$ cat config.mk
export PLATFORM = sky130hd
export DESIGN_NAME = fsync_serial_port
export DESIGN_NICKNAME = d
export VERILOG_FILES = /design/src/rtl/fsp_pkg.sv /design/src/rtl/fsp_pin_sync.sv /design/src/rtl/fsp_rx.sv /design/src/rtl/fsp_tx.sv /design/src/rtl/fsync_serial_port.sv
export SDC_FILE = /design/constraint.sdc
export NUM_CORES = 1
export LEC_CHECK = 0
export ABC_CLOCK_PERIOD_IN_PS = 4300
export BUFFER_PORTS_ARGS = -buffer_cell sky130_fd_sc_hd__clkbuf_2
export CORE_UTILIZATION = 56
export DETAILED_ROUTE_END_ITERATION = 8
export HOLD_SLACK_MARGIN = 0.1
export PLACE_DENSITY = 0.78
export SLEW_MARGIN = 20
export SYNTH_ARGS = -nofsm -noshare
export SYNTH_HDL_FRONTEND = slang
export SYNTH_SLANG_ARGS = --single-unit
$ cat constraint.sdc
create_clock -name clk -period 4.3 [get_ports clk]
set_clock_uncertainty 0.15 [all_clocks]
set_input_delay 0.43 -clock clk [delete_from_list [all_inputs] [get_ports clk]]
set_output_delay 0.43 -clock clk [all_outputs]
set_load 0.02 [all_outputs]
$ cat src/rtl/fsp_pkg.sv
package fsp_pkg;
  // Synchronized view of one pin: current level plus single-cycle edge strobes.
  typedef struct packed {
    logic level;
    logic rise;
    logic fall;
  } pin_ev_t;
endpackage

$ cat src/rtl/fsp_pin_sync.sv
module fsp_pin_sync
  import fsp_pkg::*;
#(
  parameter int STAGES = 2
) (
  input  logic    clk,
  input  logic    rst_n,
  input  logic    pin,
  output pin_ev_t ev
);
  logic [STAGES-1:0] chain_q;
  logic              last_q;

  always_ff @(posedge clk or negedge rst_n) begin
    if (!rst_n) begin
      chain_q <= '0;
      last_q  <= 1'b0;
    end else begin
      chain_q <= {chain_q[STAGES-2:0], pin};
      last_q  <= chain_q[STAGES-1];
    end
  end

  always_comb begin
    ev.level = chain_q[STAGES-1];
    ev.rise  = chain_q[STAGES-1] & ~last_q;
    ev.fall  = ~chain_q[STAGES-1] & last_q;
  end
endmodule

$ cat src/rtl/fsp_rx.sv
module fsp_rx #(
  parameter int WORD_W = 16
) (
  input  logic              clk,
  input  logic              rst_n,
  input  logic              fs_fall,
  input  logic              bclk_fall,
  input  logic              bclk_level,
  input  logic              dat_level,
  input  logic              rd_en,
  output logic [WORD_W-1:0] rd_data,
  output logic              full,
  output logic              overrun,
  output logic              idle_level
);
  localparam int CNT_W = $clog2(WORD_W);
  localparam logic [CNT_W-1:0] LAST_BIT = CNT_W'(WORD_W - 1);

  logic              active_q, active_d;
  logic [CNT_W-1:0]  cnt_q, cnt_d;
  logic [WORD_W-1:0] sh_q, sh_d, buf_q, buf_d;
  logic              full_q, full_d, ovr_q, ovr_d, lvl_q, lvl_d;

  always_comb begin
    active_d = active_q;
    cnt_d    = cnt_q;
    sh_d     = sh_q;
    buf_d    = buf_q;
    full_d   = full_q;
    ovr_d    = ovr_q;
    lvl_d    = active_q ? lvl_q : bclk_level;
    if (rd_en) begin
      full_d = 1'b0;
      ovr_d  = 1'b0;
    end
    if (fs_fall) begin
      active_d = 1'b1;
      cnt_d    = '0;
    end else if (active_q && bclk_fall) begin
      sh_d = {sh_q[WORD_W-2:0], dat_level};
      if (cnt_q == LAST_BIT) begin
        active_d = 1'b0;
        cnt_d    = '0;
        buf_d    = sh_d;
        full_d   = 1'b1;
        if (full_q && !rd_en) ovr_d = 1'b1;
      end else begin
        cnt_d = cnt_q + 1'b1;
      end
    end
  end

  always_ff @(posedge clk or negedge rst_n) begin
    if (!rst_n) begin
      active_q <= 1'b0;
      cnt_q    <= '0;
      sh_q     <= '0;
      buf_q    <= '0;
      full_q   <= 1'b0;
      ovr_q    <= 1'b0;
      lvl_q    <= 1'b0;
    end else begin
      active_q <= active_d;
      cnt_q    <= cnt_d;
      sh_q     <= sh_d;
      buf_q    <= buf_d;
      full_q   <= full_d;
      ovr_q    <= ovr_d;
      lvl_q    <= lvl_d;
    end
  end

  assign rd_data    = buf_q;
  assign full       = full_q;
  assign overrun    = ovr_q;
  assign idle_level = lvl_q;

  // an overrun is only ever recorded on top of an unread word
  p_overrun_implies_full_r2: assert property (@(posedge clk) disable iff (!rst_n)
    ovr_q |-> full_q);
  // a read always empties the buffer on the next cycle unless a word lands
  p_read_clears_r2: assert property (@(posedge clk) disable iff (!rst_n)
    (rd_en && !(active_q && bclk_fall && cnt_q == LAST_BIT)) |=> !full_q);
  // a word completes and the receiver goes idle only after its last bit
  p_word_end_r1: assert property (@(posedge clk) disable iff (!rst_n)
    (active_q && !active_d && !fs_fall) |-> (cnt_q == LAST_BIT));
endmodule

$ cat src/rtl/fsp_tx.sv
module fsp_tx #(
  parameter int WORD_W = 16
) (
  input  logic              clk,
  input  logic              rst_n,
  input  logic              fs_gen,
  input  logic              ext_fs_fall,
  input  logic              tclk_rise,
  input  logic              pin_clk_level,
  input  logic              wr_en,
  input  logic [WORD_W-1:0] wr_data,
  output logic              dout,
  output logic              drive,
  output logic              empty,
  output logic              fs_pulse,
  output logic              idle_level
);
  localparam int CNT_W = $clog2(WORD_W + 1);
  localparam logic [CNT_W-1:0] END_CNT = CNT_W'(WORD_W);

  logic [WORD_W-1:0] buf_q, buf_d, sh_q, sh_d;
  logic [CNT_W-1:0]  cnt_q, cnt_d;
  logic busy_q, busy_d, drive_q, drive_d, dout_q, dout_d;
  logic empty_q, empty_d, fs_q, fs_d, lvl_q, lvl_d;
  logic start;

  always_comb begin
    start   = fs_gen ? fs_q : ext_fs_fall;
    fs_d    = fs_gen & wr_en & ~busy_q & ~fs_q;
    buf_d   = buf_q;
    sh_d    = sh_q;
    cnt_d   = cnt_q;
    busy_d  = busy_q;
    drive_d = drive_q;
    dout_d  = dout_q;
    empty_d = empty_q;
    lvl_d   = busy_q ? lvl_q : pin_clk_level;
    if (wr_en) begin
      buf_d   = wr_data;
      empty_d = 1'b0;
    end
    if (start) begin
      sh_d    = buf_q;
      busy_d  = 1'b1;
      cnt_d   = '0;
      drive_d = 1'b0;
    end else if (busy_q && tclk_rise) begin
      if (cnt_q == END_CNT) begin
        busy_d  = 1'b0;
        drive_d = 1'b0;
        if (!wr_en) empty_d = 1'b1;
      end else begin
        dout_d  = sh_q[WORD_W-1];
        sh_d    = {sh_q[WORD_W-2:0], 1'b0};
        drive_d = 1'b1;
        cnt_d   = cnt_q + 1'b1;
      end
    end
  end

  always_ff @(posedge clk or negedge rst_n) begin
    if (!rst_n) begin
      buf_q   <= '0;
      sh_q    <= '0;
      cnt_q   <= '0;
      busy_q  <= 1'b0;
      drive_q <= 1'b0;
      dout_q  <= 1'b0;
      empty_q <= 1'b1;
      fs_q    <= 1'b0;
      lvl_q   <= 1'b0;
    end else begin
      buf_q   <= buf_d;
      sh_q    <= sh_d;
      cnt_q   <= cnt_d;
      busy_q  <= busy_d;
      drive_q <= drive_d;
      dout_q  <= dout_d;
      empty_q <= empty_d;
      fs_q    <= fs_d;
      lvl_q   <= lvl_d;
    end
  end

  assign dout       = dout_q;
  assign drive      = drive_q;
  assign empty      = empty_q;
  assign fs_pulse   = fs_q;
  assign idle_level = lvl_q;

  // the data line is only enabled inside an active word
  p_drive_in_word_r3: assert property (@(posedge clk) disable iff (!rst_n)
    drive_q |-> busy_q);
  // a generated frame sync lasts exactly one system cycle
  p_fs_one_cycle_r5: assert property (@(posedge clk) disable iff (!rst_n)
    fs_q |=> !fs_q);
  // a write always leaves the buffer marked non-empty
  p_write_clears_empty_r6: assert property (@(posedge clk) disable iff (!rst_n)
    wr_en |=> !empty_q);
endmodule

$ cat src/rtl/fsync_serial_port.sv
module fsync_serial_port
  import fsp_pkg::*;
#(
  parameter int WORD_W      = 16,
  parameter int SYNC_STAGES = 2,
  parameter int DIV_LOG2    = 2
) (
  input  logic              clk,
  input  logic              rst_n,
  input  logic              ctl_clk_gen,
  input  logic              ctl_fs_gen,
  input  logic              off_n,
  input  logic              rclk_in,
  input  logic              rfs_in,
  input  logic              rdata_in,
  input  logic              rd_en,
  output logic [WORD_W-1:0] rd_data,
  output logic              rx_full,
  output logic              rx_overrun,
  output logic              rclk_level,
  input  logic              wr_en,
  input  logic [WORD_W-1:0] wr_data,
  output logic              tx_empty,
  input  logic              xclk_in,
  output logic              xclk_out,
  output logic              xclk_oe,
  input  logic              xfs_in,
  output logic              xfs_out,
  output logic              xfs_oe,
  output logic              xdata_out,
  output logic              xdata_oe,
  output logic              xclk_level
);
  localparam int NPIN     = 5;
  localparam int P_RCLK   = 0;
  localparam int P_RFS    = 1;
  localparam int P_RDATA  = 2;
  localparam int P_XCLK   = 3;
  localparam int P_XFS    = 4;
  localparam int DIV_MSB  = DIV_LOG2 - 1;

  // Reset: asserted asynchronously, released on a clock edge.
  logic [1:0] rst_sync_q;
  logic       rst_core_n;
  always_ff @(posedge clk or negedge rst_n) begin
    if (!rst_n) rst_sync_q <= '0;
    else        rst_sync_q <= {rst_sync_q[0], 1'b1};
  end
  assign rst_core_n = rst_sync_q[1];

  // Pin synchronizers
  logic [NPIN-1:0] pins;
  pin_ev_t         ev [NPIN];
  assign pins = {xfs_in, xclk_in, rdata_in, rfs_in, rclk_in};

  for (genvar g = 0; g < NPIN; g++) begin : g_sync
    fsp_pin_sync #(.STAGES(SYNC_STAGES)) u_sync (
      .clk  (clk),
      .rst_n(rst_core_n),
      .pin  (pins[g]),
      .ev   (ev[g])
    );
  end

  logic unused_ev_bits;
  assign unused_ev_bits = ^{ev[P_RCLK].rise, ev[P_RFS].rise, ev[P_RFS].level,
                            ev[P_RDATA].rise, ev[P_RDATA].fall, ev[P_XCLK].fall,
                            ev[P_XFS].rise, ev[P_XFS].level};

  // Transmit bit-clock generator: divide by 2**DIV_LOG2
  logic [DIV_LOG2-1:0] div_q, div_d;
  logic                gen_last_q, gen_rise, tclk_rise;

  always_comb div_d = ctl_clk_gen ? div_q + 1'b1 : '0;

  always_ff @(posedge clk or negedge rst_core_n) begin
    if (!rst_core_n) begin
      div_q      <= '0;
      gen_last_q <= 1'b0;
    end else begin
      div_q      <= div_d;
      gen_last_q <= div_q[DIV_MSB];
    end
  end

  assign gen_rise  = div_q[DIV_MSB] & ~gen_last_q;
  assign tclk_rise = ctl_clk_gen ? gen_rise : ev[P_XCLK].rise;

  fsp_rx #(.WORD_W(WORD_W)) u_rx (
    .clk       (clk),
    .rst_n     (rst_core_n),
    .fs_fall   (ev[P_RFS].fall),
    .bclk_fall (ev[P_RCLK].fall),
    .bclk_level(ev[P_RCLK].level),
    .dat_level (ev[P_RDATA].level),
    .rd_en     (rd_en),
    .rd_data   (rd_data),
    .full      (rx_full),
    .overrun   (rx_overrun),
    .idle_level(rclk_level)
  );

  logic tx_dout, tx_drive, tx_fs;

  fsp_tx #(.WORD_W(WORD_W)) u_tx (
    .clk          (clk),
    .rst_n        (rst_core_n),
    .fs_gen       (ctl_fs_gen),
    .ext_fs_fall  (ev[P_XFS].fall),
    .tclk_rise    (tclk_rise),
    .pin_clk_level(ev[P_XCLK].level),
    .wr_en        (wr_en),
    .wr_data      (wr_data),
    .dout         (tx_dout),
    .drive        (tx_drive),
    .empty        (tx_empty),
    .fs_pulse     (tx_fs),
    .idle_level   (xclk_level)
  );

  assign xclk_out  = div_q[DIV_MSB];
  assign xfs_out   = tx_fs;
  assign xdata_out = tx_dout;
  assign xclk_oe   = ctl_clk_gen & off_n;
  assign xfs_oe    = ctl_fs_gen & off_n;
  assign xdata_oe  = tx_drive & off_n;

  // successive generated rising edges are never adjacent
  p_gen_rise_spacing_r4: assert property (@(posedge clk) disable iff (!rst_core_n)
    gen_rise |=> !gen_rise);
endmodule

==> results of run 1 <==
==> area by class of cell <==
type,count,share of cell area [%]
Inverter,4,0.330
Clock inverter,4,1.21
Clock buffer,12,3.19
Multi-Input combinational cell,183,29.2
Sequential cell,101,55.6
Timing Repair Buffer,63,7.80
Tap cell,96,2.64
==> worst max-delay path by stage <==
stage	start	end	slack, ns
6_report	u_rx.cnt_q[0]	u_rx.rd_data[14]	2.18
5_1_grt	u_rx.cnt_q[0]	u_rx.rd_data[14]	2.02
2_1_floorplan	rst_sync_q[1]	div_q[0]	1.13
3_5_place_dp	u_rx.cnt_q[0]	u_rx.rd_data[14]	2.21
4_1_cts	u_rx.cnt_q[0]	u_rx.rd_data[14]	2.18
3_3_place_gp	u_rx.cnt_q[0]	u_rx.rd_data[2]	2.30
==> power by group through the flow <==
stage	sequential (mW)	combinational (mW)	clock, mW
global placement	1.21	0.246	0
global route	1.22	0.299	0.654
detailed placement	1.22	0.262	0
finish	1.20	0.264	0.601
floorplan	1.20	0.188	0
CTS	1.20	0.269	0.614
==> worst max-delay path, delay by kind of cell (launching register included) <==
kind | cells | cell delay (ns)
DFF | 1 | 0.41
and+or+nand+nor | 2 | 0.83
adders and majority gates | 1 | 0.18
muxes | 1 | 0.42
==> routing by layer <==
layer | vias up | part of all wire, % | global-route usage, %
met3 | 9 | 3.2 | 7.80
li1 | 1153 | - | -
met2 | 28 | 52 | 33.5
met4 | 0 | 1.1 | 4.55
met5 | - | 0 | 0
met1 | 1197 | 43 | 26.7
==> flip-flops by register name, indices dropped and copies added (netlist names), 2 cells and up <==
signal,count
g_sync.u_sync.last_q,4
rst_sync_q,2
u_rx.rd_data,16
u_tx.buf_q,16
u_rx.sh_q,15
u_tx.cnt_q,5
u_tx.sh_q,16
g_sync.u_sync.chain_q,10
u_rx.cnt_q,4
div_q,2
==> cell usage in the layout (no fill, tap or decap), types with 2 or more instances in the layout <==
cell type and n:
ha_1 3, nand3_1 5, dfrtp_1 99, xnor2_1 4, and4bb_2 3, and2_1 4, a21oi_1 35, inv_1 4
o21ai_0 4, clkbuf_2 54, mux2_1 2, nand2b_1 2, xor2_1 4, buf_4 2, clkbuf_8 10, nor2_1 23
dlygate4sd3_1 7, nand2_1 25, nor3_1 2, clkbuf_1 2, a21o_1 2, nor2b_1 2, mux2_2 46
==> cell families after synthesis <==
| logic type | synth area share, % |
|---|---|
| compound gates | 6.88 |
| other cells | 0.0950 |
| buf+inv | 2.28 |
| flops | 64.0 |
| xor+xnor | 1.77 |
| fa+ha+maj | 0.951 |
| simple gates | 10.3 |
| mux | 13.7 |
==> metrics by stage <==
| stage | area (sq um) | util [%] | setup WS [ns] | hold slack [ns] | cells |
|---|---|---|---|---|---|
| after CTS | 4550 | 67.0 | 2.18 | 0.128 | 463 |
| after global placement | 4280 | 63.0 | 2.30 | 0.0649 | 440 |
| after global routing | 4550 | 67.0 | 2.02 | 0.114 | 463 |
| after floorplan | 3950 | - | 1.13 | -0.0156 | 299 |
| after detailed placement | 4280 | 63.0 | 2.21 | 0.0673 | 440 |
| final | 4550 | 67.0 | 2.18 | 0.139 | 463 |
==> results.md, run 1 <==
- Status: completed
- Row Count: 30
- Maximum vdd drop: 263 uV
- Min-Delay Startpoint: wr_data[12]
- Ant diodes: 0
- Worst Tran Pin Value: 0.850 ns
- Largest net degree at the start of global routing: 65
- Post-synthesis sequential area ratio: 64.0%
- H-tree Lvls: 3
- Reg power frac: 58.1%
- Final Net Count: between 300 and 400
- Aggregate global-route resource usage: 20.7%
- WS Path Type: reg2reg
- Syn Nets: 330
- Fmax: roughly 470 MHz
- Hold Crit Depth: 2
- Top post-synthesis cells by area: dfrtp_1 (63%), mux2_2 (13%), a21oi_1 (4.4%)
- CP endpoint kind: register
- Net Sw Frac: 26.5%
- FF-to-FF Start: u_rx.cnt_q[0]
- Net switching power: 0.547 mW
- Fillers: about 510
- Setup TNS: 0 ns
- First-pass GRT wire length: ~11000 um
- LEAKAGE: 2.19 nW
- Ys flop type: dfrtp_1
- I/O Buffers: 54
- Post-CTS sizing: 0
- Max-cap violations: 0
- Max-slew violations: 0
- Chip height: 86.0 um
- Clk pwr share: 29.1%
- Hold path endpoint: u_tx.buf_q[12]
- WL per Instance: ~14 um
- Final wirelength: around 6700 um
- Count leader, synth: dfrtp_1
- Syn_area_per_cell: approximately 13 sq um
- Vias in the first global route: 2371
- EDFF count, synth: 0
- RD Place Congestion: 0.761
- Bufs on Longest Clock Path: 2
- Commonest cells post-synth: dfrtp_1 (100), mux2_2 (46), a21oi_1 (35)
- Pwr Total: 2.07 mW
- Worst-path clk slew: approximately 0.10 ns
- CTS Sinks: ~100
- Final period utilization: 49.3%
- Critical path launch point type: register
- I/O pins: 55
- Critical-path top delay cell: nor3_4
- Unrepaired setup endpoints after global routing: no
- Register bit count reported by yosys: 101
- Grt ovf: 0
- HP Class: in2reg
- Hold buffers post-CTS: 7
- Tmin final: between 2 and 2.5 ns
- Cells after synthesis: 299
- Post-synth ARST share: 100%
- Reg2reg end: u_rx.rd_data[14]
- Critical Path Fanout Max: 18
- Via-to-Cell Ratio: between 5 and 6
- Mapped cell area: 3950 sq um
- CP required: 4.39 ns
- CTS buffer count: 9
- Die Area: 7390 sq um
- Chip width: 86.0 um
- Worst path cell trace: ha_1, nand3_1, nor3_4, mux2_2
- Detailed placer's ending HPWL: 4320 um
- CP peak stage delay: 0.69 ns
- Core Footprint: 6790 sq um
- Initial Util: 58.1%
- Later-pin clock latency in the skew report: 0.37 ns
- Post-CTS Setup Inserts: 0
- Layout cells sized above 1: 34.6%
- Area of the multi-input gates: 1330 sq um
- CP Data Arrival Time: 2.21 ns
- DR pass1 iterations: 4
- Flop2flop setup slack: 2.18 ns
- Pwr dens: 454 nW/um^2
- Layout area overhead: 15.3%
- Hold Violations, Final: 0
- Via count: around 2400
- Post-synth top area cell: dfrtp_1
- Post-synthesis cell type count: 39
- Root Buffer: clkbuf_8
- Post-synth top area share: 63.4%
- FF+latch area: 2530 sq um
- Initial antenna violation count: 0
- Int Pwr: 1.52 mW
- Max_slew headroom: 43.1%
- Final setup vio count: 0
- CTS tree: built
- YS warnings: 0
- DR iter-0 viols: ~130
- Comb power frac: 12.8%
- Worst r2r path cells: 4
- DRC viols: 0
- ANT nets after route: 0
(Power assumes the default switching activity.)
==> run 2, diff against run 1 <==
--- a/config.mk
+++ b/config.mk
@@ -5,12 +5,12 @@
 export SDC_FILE = /design/constraint.sdc
 export NUM_CORES = 1
 export LEC_CHECK = 0
-export ABC_CLOCK_PERIOD_IN_PS = 4300
+export ABC_CLOCK_PERIOD_IN_PS = 1800
 export BUFFER_PORTS_ARGS = -buffer_cell sky130_fd_sc_hd__clkbuf_2
-export CORE_UTILIZATION = 56
+export CORE_UTILIZATION = 51
 export DETAILED_ROUTE_END_ITERATION = 8
 export HOLD_SLACK_MARGIN = 0.1
-export PLACE_DENSITY = 0.78
+export PLACE_DENSITY = 0.75
 export SLEW_MARGIN = 20
 export SYNTH_ARGS = -nofsm -noshare
 export SYNTH_HDL_FRONTEND = slang
==> constraint.sdc (replaced) <==
create_clock -name clk -period 1.8 [get_ports clk]
set_clock_uncertainty 0.15 [all_clocks]
set_input_delay 0.18 -clock clk [delete_from_list [all_inputs] [get_ports clk]]
set_output_delay 0.18 -clock clk [all_outputs]
set_load 0.02 [all_outputs]
==> run 2 against run 1 <==
Effect of this change: wire length grew 6.3%; non-clock buffer count up 26; clock power rose to 2.8 times the previous value; sequential cell count did not move; highest routed layer unchanged.
==> results.md, run 2 (synthesis gave the netlist of run 1 again) <==
- Status: completed
- Setup TNS: 0 ns
- Final setup vio count: 0
- Aggregate global-route resource usage: between 10% and 20%
- Tmin final: roughly 1.7 ns
- Row Count: 31
- Chip height: 90.0 um
- CTS tree: built
- Cells after DPL: 450
- Fmax: 596 MHz
- Initial antenna violation count: 0
- Final period utilization: 93.2%
- Most common cell after layout, fill and taps aside: dfrtp_1
- Root Buffer: clkbuf_8
- Critical path launch point type: input pin
- Hold Violations, Final: 0
- Pwr Total: 5.29 mW
- Final wirelength: slightly above 7000 um
- Later-pin clock latency in the skew report: 0.36 ns
- LEAKAGE: between 2 and 2.5 nW
- Via count: 2560
- Unrepaired setup endpoints after global routing: no
- Pwr dens: 1080 nW/um^2
- Final Net Count: 419
- I/O pins: 55
- HP Class: in2reg
- Layout cells sized above 1: 34.7%
- Max-slew violations: 0
- DR pass1 iterations: 4
- Detailed placer's ending HPWL: ~4300 um
- Initial Util: 53.6%
- Commonest cells after routing, fill and taps aside: dfrtp_1 (99), clkbuf_2 (54), mux2_2 (46)
- Largest net degree at the start of global routing: 100
- Core Footprint: 7370 sq um
- WS Path Type: in2reg
- Worst-path clk slew: 0.09 ns
- Finished Layout Cells: 491
- First-pass GRT wire length: 12300 um
- Via-to-Cell Ratio: 5.21
- RD Place Congestion: 0.759
- CP required: 1.94 ns
- I/O Buffers: 54
- Chip width: 90.0 um
- DR iter-0 viols: 125
- Max_slew headroom: 66.3%
- Vias in the first global route: 2562
- CTS buffer count: 9
- WL per Instance: 14.4 um
- CP Data Arrival Time: 1.81 ns
- Layout area overhead: 24.0%
- DRC viols: 0
- CTS Sinks: 101
- ANT nets after route: 0
- Maximum vdd drop: 614 uV
- Grt ovf: 0
- Worst Tran Pin Value: 0.506 ns
- CP endpoint kind: register
- Max-cap violations: 0
- Post-CTS Setup Inserts: 0
- Die Area: about 8100 sq um
- Ant diodes: 0
- H-tree Lvls: 3
- Hold slack: 0.168 ns
- Critical Path Fanout Max: 18
- Bufs on Longest Clock Path: 2
[run 2: repair_timing]
action                     CTS  global route
setup endpoints to repair    0            10
gates resized for setup      0             1
hold endpoints to repair    28             0
hold buffers                26             0
[run 2: per-layer routing]
| layer | GRT usage [%] | vias to the layer above | routed length [um] |
|---|---|---|---|
| li1 | - | 1201 | - |
| met1 | 24.8 | 1302 | 3020 |
| met2 | 32.7 | 48 | 3720 |
| met3 | 5.41 | 9 | 222 |
| met4 | 6.59 | 0 | 109 |
| met5 | 0 | - | 0 |
[run 2: power breakdown]
part / leakage, nW / switching, mW / internal (mW)
Combinational: 0.964 / 0.351 / 0.390
Sequential: 1.26 / 0.222 / 2.61
Clock: 0.119 / 0.755 / 0.958
Total: 2.34 / 1.33 / 3.96
[run 2: area by class of cell]
class,count,area (sq um)
fill,566,2470
tap,99,124
clock buffer,10,138
multi-input combinational,183,1340
clock inverter,5,106
inverter,4,15.0
timing repair buffer,89,648
sequential,101,2530
[run 2: stage by stage]
stage	setup slack, ns	area (sq um)	util, %
finish	0.122	4900	66.5
floorplan	0.0477	3950	-
global placement	0.169	4390	59.6
CTS	0.0891	4890	66.4
detailed placement	0.113	4390	59.6
global route	0.00948	4900	66.5
[run 2: worst paths after layout]
check / cells after the start / to / startpoint / slack [ns]
max reg2reg: 7 / u_tx.sh_q[5] / u_tx.cnt_q[1] / 0.12
max: 7 / u_tx.sh_q[5] / ctl_clk_gen / 0.12
min: 2 / u_tx.empty / wr_en / 0.17
min reg2reg: 0 / g_sync[3].u_sync.chain_q[1] / g_sync[3].u_sync.chain_q[0] / 0.20
max in group asynchronous: 3 / rst_sync_q[1] / rst_n / 0.85
min in group asynchronous: 1 / u_rx.sh_q[0] / rst_sync_q[1] / 0.22
[run 2: worst max-delay path: stages]
cell and delay [ns]:
dlygate4sd3_1 0.54, clkbuf_2 0.15, nand4bb_2 0.32, a21oi_4 0.22, buf_12 0.16, a21oi_1 0.07
a21oi_1 0.16
